**src/rtl/fcd_pkg.sv**
```systemverilog
package fcd_pkg;

  localparam int CMP_W = 12;

  localparam logic [CMP_W-1:0] ADDR_KEY1 = 12'hAAA;
  localparam logic [CMP_W-1:0] ADDR_KEY2 = 12'h555;

  localparam logic [7:0] D_KEY1    = 8'hAA;
  localparam logic [7:0] D_KEY2    = 8'h55;
  localparam logic [7:0] D_IDENT   = 8'h90;
  localparam logic [7:0] D_PROG    = 8'hA0;
  localparam logic [7:0] D_ESETUP  = 8'h80;
  localparam logic [7:0] D_CHIP    = 8'h10;
  localparam logic [7:0] D_SECTOR  = 8'h30;
  localparam logic [7:0] D_SUSPEND = 8'hB0;
  localparam logic [7:0] D_RESUME  = 8'h30;
  localparam logic [7:0] D_RESET   = 8'hF0;

  typedef enum logic [2:0] {
    ST_IDLE,
    ST_KEY1,
    ST_KEY2,
    ST_PROG,
    ST_ESET,
    ST_EKEY1,
    ST_EKEY2
  } seqState_t;

  typedef struct packed {
    logic capPgm;
    logic capSec;
  } fcdCtl_t;

endpackage

```
**src/rtl/fcd_datapath.sv**
```systemverilog
module fcd_datapath
  import fcd_pkg::*;
#(
  parameter int ADDR_W      = 19,
  parameter int SECT_LSB    = 16,
  parameter int TIMEOUT_CYC = 2000,
  parameter logic [7:0] MFR_ID = 8'h37,
  parameter logic [7:0] DEV_ID = 8'h51
) (
  input  logic                             clk,
  input  logic                             rstN,
  input  logic                             busWr,
  input  logic [ADDR_W-1:0]                busAddr,
  input  logic [7:0]                       busData,
  input  fcdCtl_t                          ctl,
  input  logic [ADDR_W-1:0]                rdAddr,
  input  logic [(1<<(ADDR_W-SECT_LSB))-1:0] protMask,
  input  logic                             asMode,
  output logic                             hitKey1,
  output logic                             hitKey2,
  output logic                             expired,
  output logic [ADDR_W-1:0]                pgmAddr,
  output logic [7:0]                       pgmData,
  output logic [ADDR_W-SECT_LSB-1:0]       secAddr,
  output logic [7:0]                       idData
);

  localparam int SECT_W = ADDR_W - SECT_LSB;
  localparam int CNT_W  = $clog2(TIMEOUT_CYC + 1);
  localparam logic [CNT_W-1:0] CNT_MAX = CNT_W'(TIMEOUT_CYC);

  logic [CNT_W-1:0] gapCnt;
  logic [SECT_W-1:0] rdSect;
  logic [7:0] rdOff;

  assign hitKey1 = (busAddr[CMP_W-1:0] == ADDR_KEY1);
  assign hitKey2 = (busAddr[CMP_W-1:0] == ADDR_KEY2);
  assign expired = (gapCnt == CNT_MAX);

  // cycles since the last bus write, saturating at the limit
  always_ff @(posedge clk) begin
    if (!rstN)            gapCnt <= '0;
    else if (busWr)       gapCnt <= '0;
    else if (!expired)    gapCnt <= gapCnt + 1'b1;
  end

  always_ff @(posedge clk) begin
    if (!rstN) begin
      pgmAddr <= '0;
      pgmData <= '0;
      secAddr <= '0;
    end else begin
      if (ctl.capPgm) begin
        pgmAddr <= busAddr;
        pgmData <= busData;
      end
      if (ctl.capSec) secAddr <= busAddr[ADDR_W-1:SECT_LSB];
    end
  end

  assign rdSect = rdAddr[ADDR_W-1:SECT_LSB];
  assign rdOff  = rdAddr[7:0];

  always_comb begin
    idData = 8'h00;
    if (asMode) begin
      case (rdOff)
        8'h00:   idData = MFR_ID;
        8'h01:   idData = DEV_ID;
        8'h02:   idData = {7'b0, protMask[rdSect]};
        default: idData = 8'h00;
      endcase
    end
  end

endmodule

```
**src/rtl/fcd_ctrl.sv**
```systemverilog
module fcd_ctrl
  import fcd_pkg::*;
(
  input  logic       clk,
  input  logic       rstN,
  input  logic       busWr,
  input  logic [7:0] busData,
  input  logic       hitKey1,
  input  logic       hitKey2,
  input  logic       expired,
  input  logic       eraseBusy,
  output fcdCtl_t    ctl,
  output logic       pgmStb,
  output logic       chipErsStb,
  output logic       secErsStb,
  output logic       suspStb,
  output logic       resmStb,
  output logic       rstStb,
  output logic       asMode,
  output logic       ersSusp
);

  seqState_t state, nState, effState;
  logic nAs, nSusp;
  logic nPgm, nChip, nSec, nSusStb, nRes, nRst;

  // a timed-out sequence is seen as idle by the write in the same cycle
  assign effState = (expired && state != ST_IDLE) ? ST_IDLE : state;

  always_comb begin
    nState  = effState;
    nAs     = asMode;
    nSusp   = ersSusp;
    nPgm    = 1'b0;
    nChip   = 1'b0;
    nSec    = 1'b0;
    nSusStb = 1'b0;
    nRes    = 1'b0;
    nRst    = 1'b0;
    ctl     = '0;
    if (busWr) begin
      if (effState == ST_PROG) begin
        nPgm       = 1'b1;
        ctl.capPgm = 1'b1;
        nState     = ST_IDLE;
      end else if (busData == D_RESET) begin
        nRst   = 1'b1;
        nAs    = 1'b0;
        nState = ST_IDLE;
      end else if (asMode) begin
        nState = ST_IDLE;
      end else begin
        nState = ST_IDLE;
        unique case (effState)
          ST_IDLE: begin
            if (hitKey1 && busData == D_KEY1) begin
              nState = ST_KEY1;
            end else if (busData == D_SUSPEND) begin
              if (eraseBusy && !ersSusp) begin
                nSusStb = 1'b1;
                nSusp   = 1'b1;
              end
            end else if (busData == D_RESUME) begin
              if (ersSusp) begin
                nRes  = 1'b1;
                nSusp = 1'b0;
              end
            end
          end
          ST_KEY1: begin
            if (hitKey2 && busData == D_KEY2) nState = ST_KEY2;
          end
          ST_KEY2: begin
            if (hitKey1) begin
              if (busData == D_IDENT)                    nAs    = 1'b1;
              else if (busData == D_PROG)                nState = ST_PROG;
              else if (busData == D_ESETUP && !ersSusp)  nState = ST_ESET;
            end
          end
          ST_ESET: begin
            if (hitKey1 && busData == D_KEY1) nState = ST_EKEY1;
          end
          ST_EKEY1: begin
            if (hitKey2 && busData == D_KEY2) nState = ST_EKEY2;
          end
          ST_EKEY2: begin
            if (hitKey1 && busData == D_CHIP) begin
              nChip = 1'b1;
            end else if (busData == D_SECTOR) begin
              nSec       = 1'b1;
              ctl.capSec = 1'b1;
            end
          end
          default: nState = ST_IDLE;
        endcase
      end
    end
  end

  always_ff @(posedge clk) begin
    if (!rstN) begin
      state      <= ST_IDLE;
      asMode     <= 1'b0;
      ersSusp    <= 1'b0;
      pgmStb     <= 1'b0;
      chipErsStb <= 1'b0;
      secErsStb  <= 1'b0;
      suspStb    <= 1'b0;
      resmStb    <= 1'b0;
      rstStb     <= 1'b0;
    end else begin
      state      <= nState;
      asMode     <= nAs;
      ersSusp    <= nSusp;
      pgmStb     <= nPgm;
      chipErsStb <= nChip;
      secErsStb  <= nSec;
      suspStb    <= nSusStb;
      resmStb    <= nRes;
      rstStb     <= nRst;
    end
  end

endmodule

```
**src/rtl/flash_cmd_decoder.sv**
```systemverilog
module flash_cmd_decoder
  import fcd_pkg::*;
#(
  parameter int ADDR_W      = 19,
  parameter int SECT_LSB    = 16,
  parameter int TIMEOUT_CYC = 2000,
  parameter logic [7:0] MFR_ID = 8'h37,
  parameter logic [7:0] DEV_ID = 8'h51
) (
  input  logic                              clk,
  input  logic                              rstN,
  input  logic                              busWr,
  input  logic [ADDR_W-1:0]                 busAddr,
  input  logic [7:0]                        busData,
  input  logic                              eraseBusy,
  input  logic [ADDR_W-1:0]                 rdAddr,
  input  logic [(1<<(ADDR_W-SECT_LSB))-1:0] protMask,
  output logic                              pgmStb,
  output logic [ADDR_W-1:0]                 pgmAddr,
  output logic [7:0]                        pgmData,
  output logic                              chipErsStb,
  output logic                              secErsStb,
  output logic [ADDR_W-SECT_LSB-1:0]        secAddr,
  output logic                              suspStb,
  output logic                              resmStb,
  output logic                              rstStb,
  output logic                              asMode,
  output logic                              ersSusp,
  output logic [7:0]                        idData
);

  fcdCtl_t ctl;
  logic hitKey1, hitKey2, expired;

  fcd_ctrl u_ctrl (
    .clk        (clk),
    .rstN       (rstN),
    .busWr      (busWr),
    .busData    (busData),
    .hitKey1    (hitKey1),
    .hitKey2    (hitKey2),
    .expired    (expired),
    .eraseBusy  (eraseBusy),
    .ctl        (ctl),
    .pgmStb     (pgmStb),
    .chipErsStb (chipErsStb),
    .secErsStb  (secErsStb),
    .suspStb    (suspStb),
    .resmStb    (resmStb),
    .rstStb     (rstStb),
    .asMode     (asMode),
    .ersSusp    (ersSusp)
  );

  fcd_datapath #(
    .ADDR_W      (ADDR_W),
    .SECT_LSB    (SECT_LSB),
    .TIMEOUT_CYC (TIMEOUT_CYC),
    .MFR_ID      (MFR_ID),
    .DEV_ID      (DEV_ID)
  ) u_dp (
    .clk      (clk),
    .rstN     (rstN),
    .busWr    (busWr),
    .busAddr  (busAddr),
    .busData  (busData),
    .ctl      (ctl),
    .rdAddr   (rdAddr),
    .protMask (protMask),
    .asMode   (asMode),
    .hitKey1  (hitKey1),
    .hitKey2  (hitKey2),
    .expired  (expired),
    .pgmAddr  (pgmAddr),
    .pgmData  (pgmData),
    .secAddr  (secAddr),
    .idData   (idData)
  );

endmodule

```
**config.mk**
```make
export PLATFORM = sky130hd
export DESIGN_NAME = flash_cmd_decoder
export DESIGN_NICKNAME = d
export VERILOG_FILES = /design/src/rtl/fcd_pkg.sv /design/src/rtl/fcd_datapath.sv /design/src/rtl/fcd_ctrl.sv /design/src/rtl/flash_cmd_decoder.sv
export SDC_FILE = /design/constraint.sdc
export NUM_CORES = 1
export LEC_CHECK = 0
export BUFFER_PORTS_ARGS = -buffer_cell sky130_fd_sc_hd__buf_2
export CORE_ASPECT_RATIO = 0.7
export CORE_UTILIZATION = 51
export DETAILED_ROUTE_END_ITERATION = 7
export HOLD_SLACK_MARGIN = 0.08
export PLACE_DENSITY = 0.84
export SYNTH_ARGS = -nofsm -noshare
export SYNTH_HDL_FRONTEND = slang
export SYNTH_SLANG_ARGS = --single-unit
```
**constraint.sdc**
```tcl
create_clock -name clk -period 5.92 [get_ports clk]
set_input_delay 0.592 -clock clk [delete_from_list [all_inputs] [get_ports clk]]
set_output_delay 0.592 -clock clk [all_outputs]
set_load 0.005 [all_outputs]
```
# After elaboration in Yosys (flattened, before gate mapping)
# Index checks and enable logic that the tools add are counted.
# word_totals
regBits	52
inputBits	58
word_cells	103
# classes
add_sub_neg	1
order_cmp	1
eq_ne	21
muxes	38
n_bitwise	10
n_reduce_logical	19
# op_table
op	n
$eq 8x8->1 const B	6
$mux 3	11
$mux 1	21
$pmux 7 s3	1
$pmux 3 s5	1
$eq 12x11->1 const B	1
$eq 12x12->1 const B	1
$add 11x1->11 const B	1
$eq 11x11->1 const B	1
$not 1->1	10
$eq 3x3->1 const B	3
$reduce_or 9->1	1
$eq 8x1->1 const B	1
$eq 8x2->1 const B	1
$eq 8x5->1 const B	1
$eq 8x6->1 const B	1
$eq 8x7->1 const B	1
$logic_not 8->1	1
$mux 8	1
$reduce_and 8->1	1
$reduce_or 8->1	1
$eq 3x2->1 const B	2
$logic_and 1x1->1	6
$reduce_or 6->1	1
other kinds (12)	14

# Depth between registers and ports, before layout
# Gate-level depths: netlist of run 1.
# depth
depth_word	11
depth_mapped	9

# Cells and area by module
# Synthesis of run 1 repeated with hierarchy kept, for this count alone.
# hier_totals
cells_unflattened	269
area_unflattened_um2	2598.7
# by_module_without_submodules
module	n_inst	cells_per_inst	area_each_um2	seq_area_each_um2
fcd_datapath	1	189	1915.6	820.8
fcd_ctrl	1	80	683.2	220.2

# Worst setup path after synthesis of run 1
# OpenSTA, ideal clock, no wires.
# synth_path
kind	input -> register
from	input port busData[1]
to	register u_dp.secAddr[0]
setup_ns	0.120
t_arrival_ns	1.939
setup_slack_ns	3.861
path_stages	5
cell_sequence	or3b_2 > or3_1 > nor3_2 > mux2i_1 > nor2_1
# synth_via
elab_chain_cells	8
# synth_lines
element	line	source
start, declared	flash_cmd_decoder.sv:14	input logic [7:0] busData,
$eq 8x6->1 or $eq 8x5->1 (tied branches)	fcd_ctrl.sv:89, fcd_ctrl.sv:87	
$mux 1 or $logic_and 1x1->1 (tied branches)	fcd_ctrl.sv:89, fcd_ctrl.sv:87	
$mux 1	fcd_ctrl.sv:87	if (hitKey1 && busData == D_CHIP) begin
$mux 1 (2 in series)	n/a	
$mux 1 (*)	n/a	
$mux 1 (*)	fcd_ctrl.sv:42	if (effState == ST_PROG) begin
$mux 2 (*)	fcd_ctrl.sv:41	if (busWr) begin
end signal, assigned	fcd_datapath.sv:57	if (ctl.capSec) secAddr <= busAddr[ADDR_W-1:SECT_LSB];
end, declared	fcd_datapath.sv:24	output logic [ADDR_W-SECT_LSB-1:0] secAddr,
# Mark *: on every way between the ends. The rest lies on a longest branch, timed or not.
# A chain may end at the register's enable or synchronous reset.

# Worst setup path in the final report of run 1
# layout_path
from	register u_dp.gapCnt[2]
to	register u_dp.pgmData[6]
# layout_via
elab_chain_cells	6
# layout_lines
element	line	source
start, declared	fcd_datapath.sv:32	logic [CNT_W-1:0] gapCnt;
start signal, assigned	fcd_datapath.sv:44	else if (!expired) gapCnt <= gapCnt + 1'b1;
$eq 11x11->1	fcd_datapath.sv:38	assign expired = (gapCnt == CNT_MAX);
$logic_and 1x1->1	fcd_ctrl.sv:28	assign effState = (expired && state != ST_IDLE) ? ST_IDLE : state;
$mux 3	fcd_ctrl.sv:28	
$eq 3x2->1	fcd_ctrl.sv:42	
$mux 1	fcd_ctrl.sv:42	
$mux 2	fcd_ctrl.sv:41	
end signal, assigned	fcd_datapath.sv:55	pgmData <= busData;
end, declared	fcd_datapath.sv:23	output logic [7:0] pgmData,
# No other way between the ends.

==> impl_metrics.json, run 1 <==
{
  "rsz0062_at_grt": "false",
  "slew_headroom_pct": 38.2,
  "power.leakage_uw": 0.00126,
  "grt_pass1_vias": 1977,
  "numCtsBuffers": 5,
  "vias_per_cell": 5.42,
  "core_area_sq_mm": 0.00443,
  "reg2reg_depth": 6,
  "wl_mm": 5.45,
  "grt_pass1_wl_mm": 8.71,
  "syn2layout_area_growth_pct": 21.7,
  "cp-start-kind": "flip-flop",
  "drv_cap": 0,
  "crit_required_ns": 6.16,
  "ir_worst_vdd_mv": 0.124,
  "worstPathArrival_ns": 2.86,
  "period_share_pct": 44.2,
  "wl_per_cell_um": 12.8,
  "rows": 20,
  "die_area_sq_mm": 0.00499,
  "cts_tree": "built",
  "htree_levels": 2,
  "synth-edff-count": 0,
  "async_flop_share_pct": 0,
  "synth_top_area_share_pct": 43.4,
  "final.setup.tns_ns": 0,
  "fmax_ghz": 0.382,
  "vias": 2302,
  "antenna_found_initial": 0,
  "ant_nets": 0,
  "layout_setup_ws_ns": 3.30,
  "ys.flop_type": "dfxtp_1",
  "hold_viol_final": 0,
  "yosys_warnings": 0,
  "drc": 20,
  "initial_core_util_pct": 54.2,
  "utilization_pct": 66.0,
  "ctsResizeCount": 0,
  "cts-root-buf": "clkbuf_8",
  "netlist_top_cells_area": "dfxtp_1, nand3_1, nand2_1, o21ai_1, nor2_1",
  "critPathKind": "flip-flop to flip-flop",
  "synth_cell_types": 44,
  "grt_max_degree": 58,
  "violations": "design-rule violations",
  "min_path_cells": 2,
  "synth-seq-area-share_pct": 43.4,
  "min_period_ns": 2.62,
  "yosysTopAreaCell": "dfxtp_1",
  "power.density_mw_per_mm2": 209,
  "synth.avg_cell_area_sq_um": 8.34,
  "nets": 430,
  "grt_overflow": 0,
  "synthCells": 288,
  "endpoint_kind": "flip-flop",
  "clk_latency_ns": 0.31,
  "io_pins": 104,
  "diodes": 0,
  "dieWidth_um": 84.0,
  "place_congestion": 0.836,
  "cts_setup_buffers": 0,
  "status": "finished, violations left",
  "drtPass1Iterations": 6,
  "drv_slew": 0,
  "worst_slew_pin_slew_ns": 0.927,
  "path_clk_slew_ns": 0.08,
  "cts.sinks": 52,
  "track_usage_pct": 22.3,
  "synth_commonest_cells": "dfxtp_1, nand3_1, nand2_1",
  "layout-drive-gt1-share_pct": 28.9,
  "place_area_sq_mm": 0.00283,
  "io_buffers": 93,
  "hp-class": "flip-flop to flip-flop",
  "dieHeight_um": 59.4,
  "stdcell_area_sq_mm": 0.00292,
  "drtIter0Drc": 156,
  "ctsLongestPathBuffers": 2,
  "crit_fanout": 42,
  "clock_skew_ns": 0.00288,
  "dp_hpwl_mm": 4.11,
  "netlist_area_sq_mm": 0.00240,
  "dp_slack_ns": 3.16,
  "hold_buffers": 0,
  "yosysMostFrequentCell": "dfxtp_1",
  "synth_seq_cells": 52,
  "setup_violations": 0
}
## worst max-delay path, cell delays in order, from the launching register on
cell and delay (ns):
dfxtp_1 0.35, or4b_4 0.57, o31ai_4 0.48, or4b_1 0.45, buf_4 0.44, nand3_1 0.13, o21ai_1 0.12
## report_power, final
group | internal (uW) | switching (uW) | total, uW | leakage (uW)
clock | 104 | 108 | 213 | 0.0000503
sequential | 350 | 0.723 | 351 | 0.000419
combinational | 21.9 | 26.4 | 48.3 | 0.000788
total | 476 | 136 | 612 | 0.00126
## routing by layer
layer / GRT usage, % / vias up / part of all wire (%)
li1: - / 1170 / -
met1: 28.1 / 1030 / 46
met2: 36.7 / 94 / 43
met3: 6.96 / 8 / 9.4
met4: 8.13 / 0 / 1.3
met5: 0 / - / 0
## logic make-up (layout without fill, tap and decap cells)
kind of cell             Yosys count  in the layout  synth area share, %
flip-flops                        52             52                 43.4
other                              1              2                0.156
AO/OA/AOI/OAI                     47             47                 11.3
adder cells (fa/ha/maj)            2              2                 1.04
AND/OR/NAND/NOR                  146            146                 31.5
XOR/XNOR                           8              8                 2.92
multiplexers                       7              7                 3.96
buffers and inverters             25            106                 5.78
## cells in the final DEF, fill, tap and decap left out, types with 2 or more instances in the layout
cell / count
nand3_1: 42
conb_1: 2
nand2_1: 34
o21ai_0: 9
xor2_1: 4
nor4_1: 5
nor3b_1: 2
nand2b_1: 2
or3_1: 4
nor4bb_1: 6
and2_1: 3
and3_1: 3
clkbuf_8: 7
mux2i_1: 5
o21ai_1: 22
xnor2_1: 4
mux4_2: 2
a21oi_1: 8
buf_2: 93
nor3_1: 8
inv_1: 5
dfxtp_1: 52
nor2_1: 26
nand3b_1: 2
ha_1: 2
o31ai_1: 2
## final timing paths
kind                                          to              from  slack, ns
worst max-delay path             u_dp.pgmData[6]    u_dp.gapCnt[2]       3.30
worst min-delay path            u_dp.pgmAddr[12]  u_dp.pgmAddr[12]       0.45
worst max register to register   u_dp.pgmData[6]    u_dp.gapCnt[2]       3.30
worst min register to register  u_dp.pgmAddr[12]  u_dp.pgmAddr[12]       0.45
## flip-flops by register name, indices dropped and copies added, names as in the netlist
signal             cells
u_ctrl.asMode          1
u_ctrl.chipErsStb      1
u_ctrl.ersSusp         1
u_ctrl.pgmStb          1
u_ctrl.resmStb         1
u_ctrl.rstStb          1
u_ctrl.secErsStb       1
u_ctrl.state           3
u_ctrl.suspStb         1
u_dp.gapCnt           11
u_dp.pgmAddr          19
u_dp.pgmData           8
u_dp.secAddr           3
## stage by stage
stage	hold slack, ns	power, uW	std cells
floorplan	0.453	384	289
global placement	0.440	406	418
detailed placement	0.446	407	418
CTS	0.457	616	425
global route	0.475	636	425
finish	0.455	612	425
## final cells by class
class | instances | area [sq um]
fillers | 380 | 1510
clock buffers | 7 | 96.3
flip-flops and latches | 52 | 1040
repair buffers | 94 | 473
well taps | 55 | 68.8
inverters | 5 | 18.8
multi-input cells | 212 | 1220
Power figures use the tool's default switching activity.
==> run 2, diff against run 1 <==
--- a/config.mk
+++ b/config.mk
@@ -5,12 +5,13 @@
 export SDC_FILE = /design/constraint.sdc
 export NUM_CORES = 1
 export LEC_CHECK = 0
+export ABC_AREA = 1
 export BUFFER_PORTS_ARGS = -buffer_cell sky130_fd_sc_hd__buf_2
 export CORE_ASPECT_RATIO = 0.7
-export CORE_UTILIZATION = 51
+export CORE_UTILIZATION = 48
 export DETAILED_ROUTE_END_ITERATION = 7
 export HOLD_SLACK_MARGIN = 0.08
-export PLACE_DENSITY = 0.84
+export PLACE_DENSITY = 0.78
 export SYNTH_ARGS = -nofsm -noshare
 export SYNTH_HDL_FRONTEND = slang
 export SYNTH_SLANG_ARGS = --single-unit
==> constraint.sdc (replaced) <==
create_clock -name clk -period 2.5 [get_ports clk]
set_input_delay 0.25 -clock clk [delete_from_list [all_inputs] [get_ports clk]]
set_output_delay 0.25 -clock clk [all_outputs]
set_load 0.005 [all_outputs]
==> impl_metrics.json, run 2 <==
{
  "drv_slew": 0,
  "yosysTopAreaCell": "dfxtp_1",
  "largest_register_ffs": 19,
  "antenna_found_initial": 0,
  "grt_max_degree": 55,
  "top_register": "u_dp.pgmAddr",
  "htree_levels": 2,
  "wl_mm": 6.46,
  "power.leakage_uw": 0.00154,
  "rows": 21,
  "cp-start-kind": "flip-flop",
  "nFillCells": 463,
  "path_clk_slew_ns": 0.10,
  "setup_violations": 0,
  "slowest_stage": "dfxtp_1",
  "cts-root-buf": "clkbuf_8",
  "die_area_sq_mm": 0.00570,
  "clock_skew_ns": 0.00802,
  "nets": 528,
  "synthCells": 378,
  "utilization_pct": 64.0,
  "cts_tree": "built",
  "netlist_top_cells_area": "dfxtp_1, nand2_1, inv_1, nor2_1, a21oi_1",
  "grt_pass1_wl_mm": 10.6,
  "crit_required_ns": 2.71,
  "synth_commonest_cells": "nand2_1, inv_1, nor2_1",
  "endpoint_kind": "flip-flop",
  "cpPeakStageDelay_ns": 0.39,
  "synth_top_area_share_pct": 40.2,
  "cts.sinks": 52,
  "drtPass1Iterations": 4,
  "critPathKind": "flip-flop to flip-flop",
  "syn2layout_area_growth_pct": 22.8,
  "status": "completed",
  "layout-drive-gt1-share_pct": 24.7,
  "hold_buffers": 0,
  "dp_hpwl_mm": 5.06,
  "yosys_warnings": 0,
  "ctsResizeCount": 0,
  "min_period_ns": 1.87,
  "ant_nets": 0,
  "drc": 0,
  "hp-class": "input pin to flip-flop",
  "crit_chain": "inv_1, ha_1, nand2_1, nor2_4, nand3_4, nand2_2, inv_2, nand3b_1, inv_1, nand2_1, nor2_1, nor2_1",
  "drv_cap": 0,
  "yosysMostFrequentCell": "nand2_1",
  "ctsLongestPathBuffers": 2,
  "io_buffers": 93,
  "final_common_cell": "buf_2",
  "rsz0062_at_grt": "false",
  "netlist_area_sq_mm": 0.00259,
  "initial_core_util_pct": 52.1,
  "ys.flop_type": "dfxtp_1",
  "synth-edff-count": 0,
  "hold_viol_final": 0,
  "async_flop_share_pct": 0,
  "dieHeight_um": 63.4,
  "dieWidth_um": 89.8,
  "vias": 2678,
  "numCtsBuffers": 5,
  "core_area_sq_mm": 0.00497,
  "wl_per_cell_um": 12.0,
  "ir_worst_vdd_mv": 0.336,
  "worstPathArrival_ns": 2.08,
  "io_pins": 104,
  "diodes": 0,
  "cts_setup_buffers": 0,
  "track_usage_pct": 23.4,
  "power.density_mw_per_mm2": 451,
  "period_share_pct": 74.8,
  "clk_latency_ns": 0.30,
  "vias_per_cell": 4.98,
  "grt_overflow": 0,
  "final.setup.tns_ns": 0,
  "synth-seq-area-share_pct": 40.2,
  "fmax_ghz": 0.535,
  "place_congestion": 0.984,
  "synth_seq_cells": 52,
  "synth.avg_cell_area_sq_um": 6.85,
  "crit_fanout": 9,
  "drtIter0Drc": 176,
  "grt_pass1_vias": 2311,
  "synth_cell_types": 36,
  "reg.largest.list": "u_dp.pgmAddr (19), u_dp.gapCnt (11), u_dp.pgmData (8)",
  "layout_common_cells": "buf_2, nand2_1, inv_1, nor2_1, dfxtp_1"
}
## run 2: worst max-delay path: cells and delay by family (launching register included)
family,cells,cell delay [ns]
flops,1,0.39
fa+ha+maj,1,0.19
simple gates,8,0.88
buf+inv,3,0.30
## run 2: final cells by class
| type | count | area (sq um) | share of cell area, % |
|---|---|---|---|
| clock buffer | 5 | 68.8 | 2.17 |
| clock inverter | 3 | 22.5 | 0.709 |
| inverter | 59 | 221 | 6.97 |
| multi-input combinational | 254 | 1240 | 38.9 |
| sequential | 52 | 1040 | 32.8 |
| tap | 69 | 86.3 | 2.72 |
| timing repair buffer | 96 | 500 | 15.7 |
## run 2: layer usage
layer	routed length [um]	global-route usage [%]	part of all wire (%)	vias up
met5	0	0	0	-
met4	104	6.97	1.6	0
met3	634	6.16	9.8	8
met2	2810	37.8	44	107
met1	2910	30.9	45	1173
li1	-	-	-	1390
## run 2: logic make-up after synthesis
logic type               count (synthesis)  synth area share (%)
AND/OR/NAND/NOR                        171                  30.2
AO/OA/AOI/OAI                           79                  16.4
flip-flops                              52                  40.2
other                                    1                 0.145
adder cells (fa/ha/maj)                  2                 0.966
buffers and inverters                   73                  12.1
## run 2: path summary, 6_finish.rpt
path / startpoint / end / slack [ns] / cells past startpoint
hold reg to reg: u_dp.pgmAddr[13] / u_dp.pgmAddr[13] / 0.44 / 2
setup / recovery: u_dp.gapCnt[0] / u_dp.secAddr[0] / 0.63 / 12
setup reg to reg: u_dp.gapCnt[0] / u_dp.secAddr[0] / 0.63 / 12
hold / removal: busAddr[18] / u_dp.secAddr[2] / 0.18 / 3
## run 2: metrics by stage
step,instance area [sq um],worst slack (ns),hold WS (ns),cells,power [uW]
floorplan,2590,0.893,0.385,379,909
CTS,3180,0.666,0.176,538,1440
global placement,3090,0.727,0.429,530,970
global route,3180,0.459,0.200,538,1500
detailed placement,3090,0.690,0.433,530,972
finish,3180,0.630,0.177,538,1430
## run 2: report_power, final
part / switching, uW / total [uW] / internal (uW)
Clock: 276 / 477 / 201
Combinational: 72.9 / 124 / 51.1
Sequential: 1.50 / 831 / 829
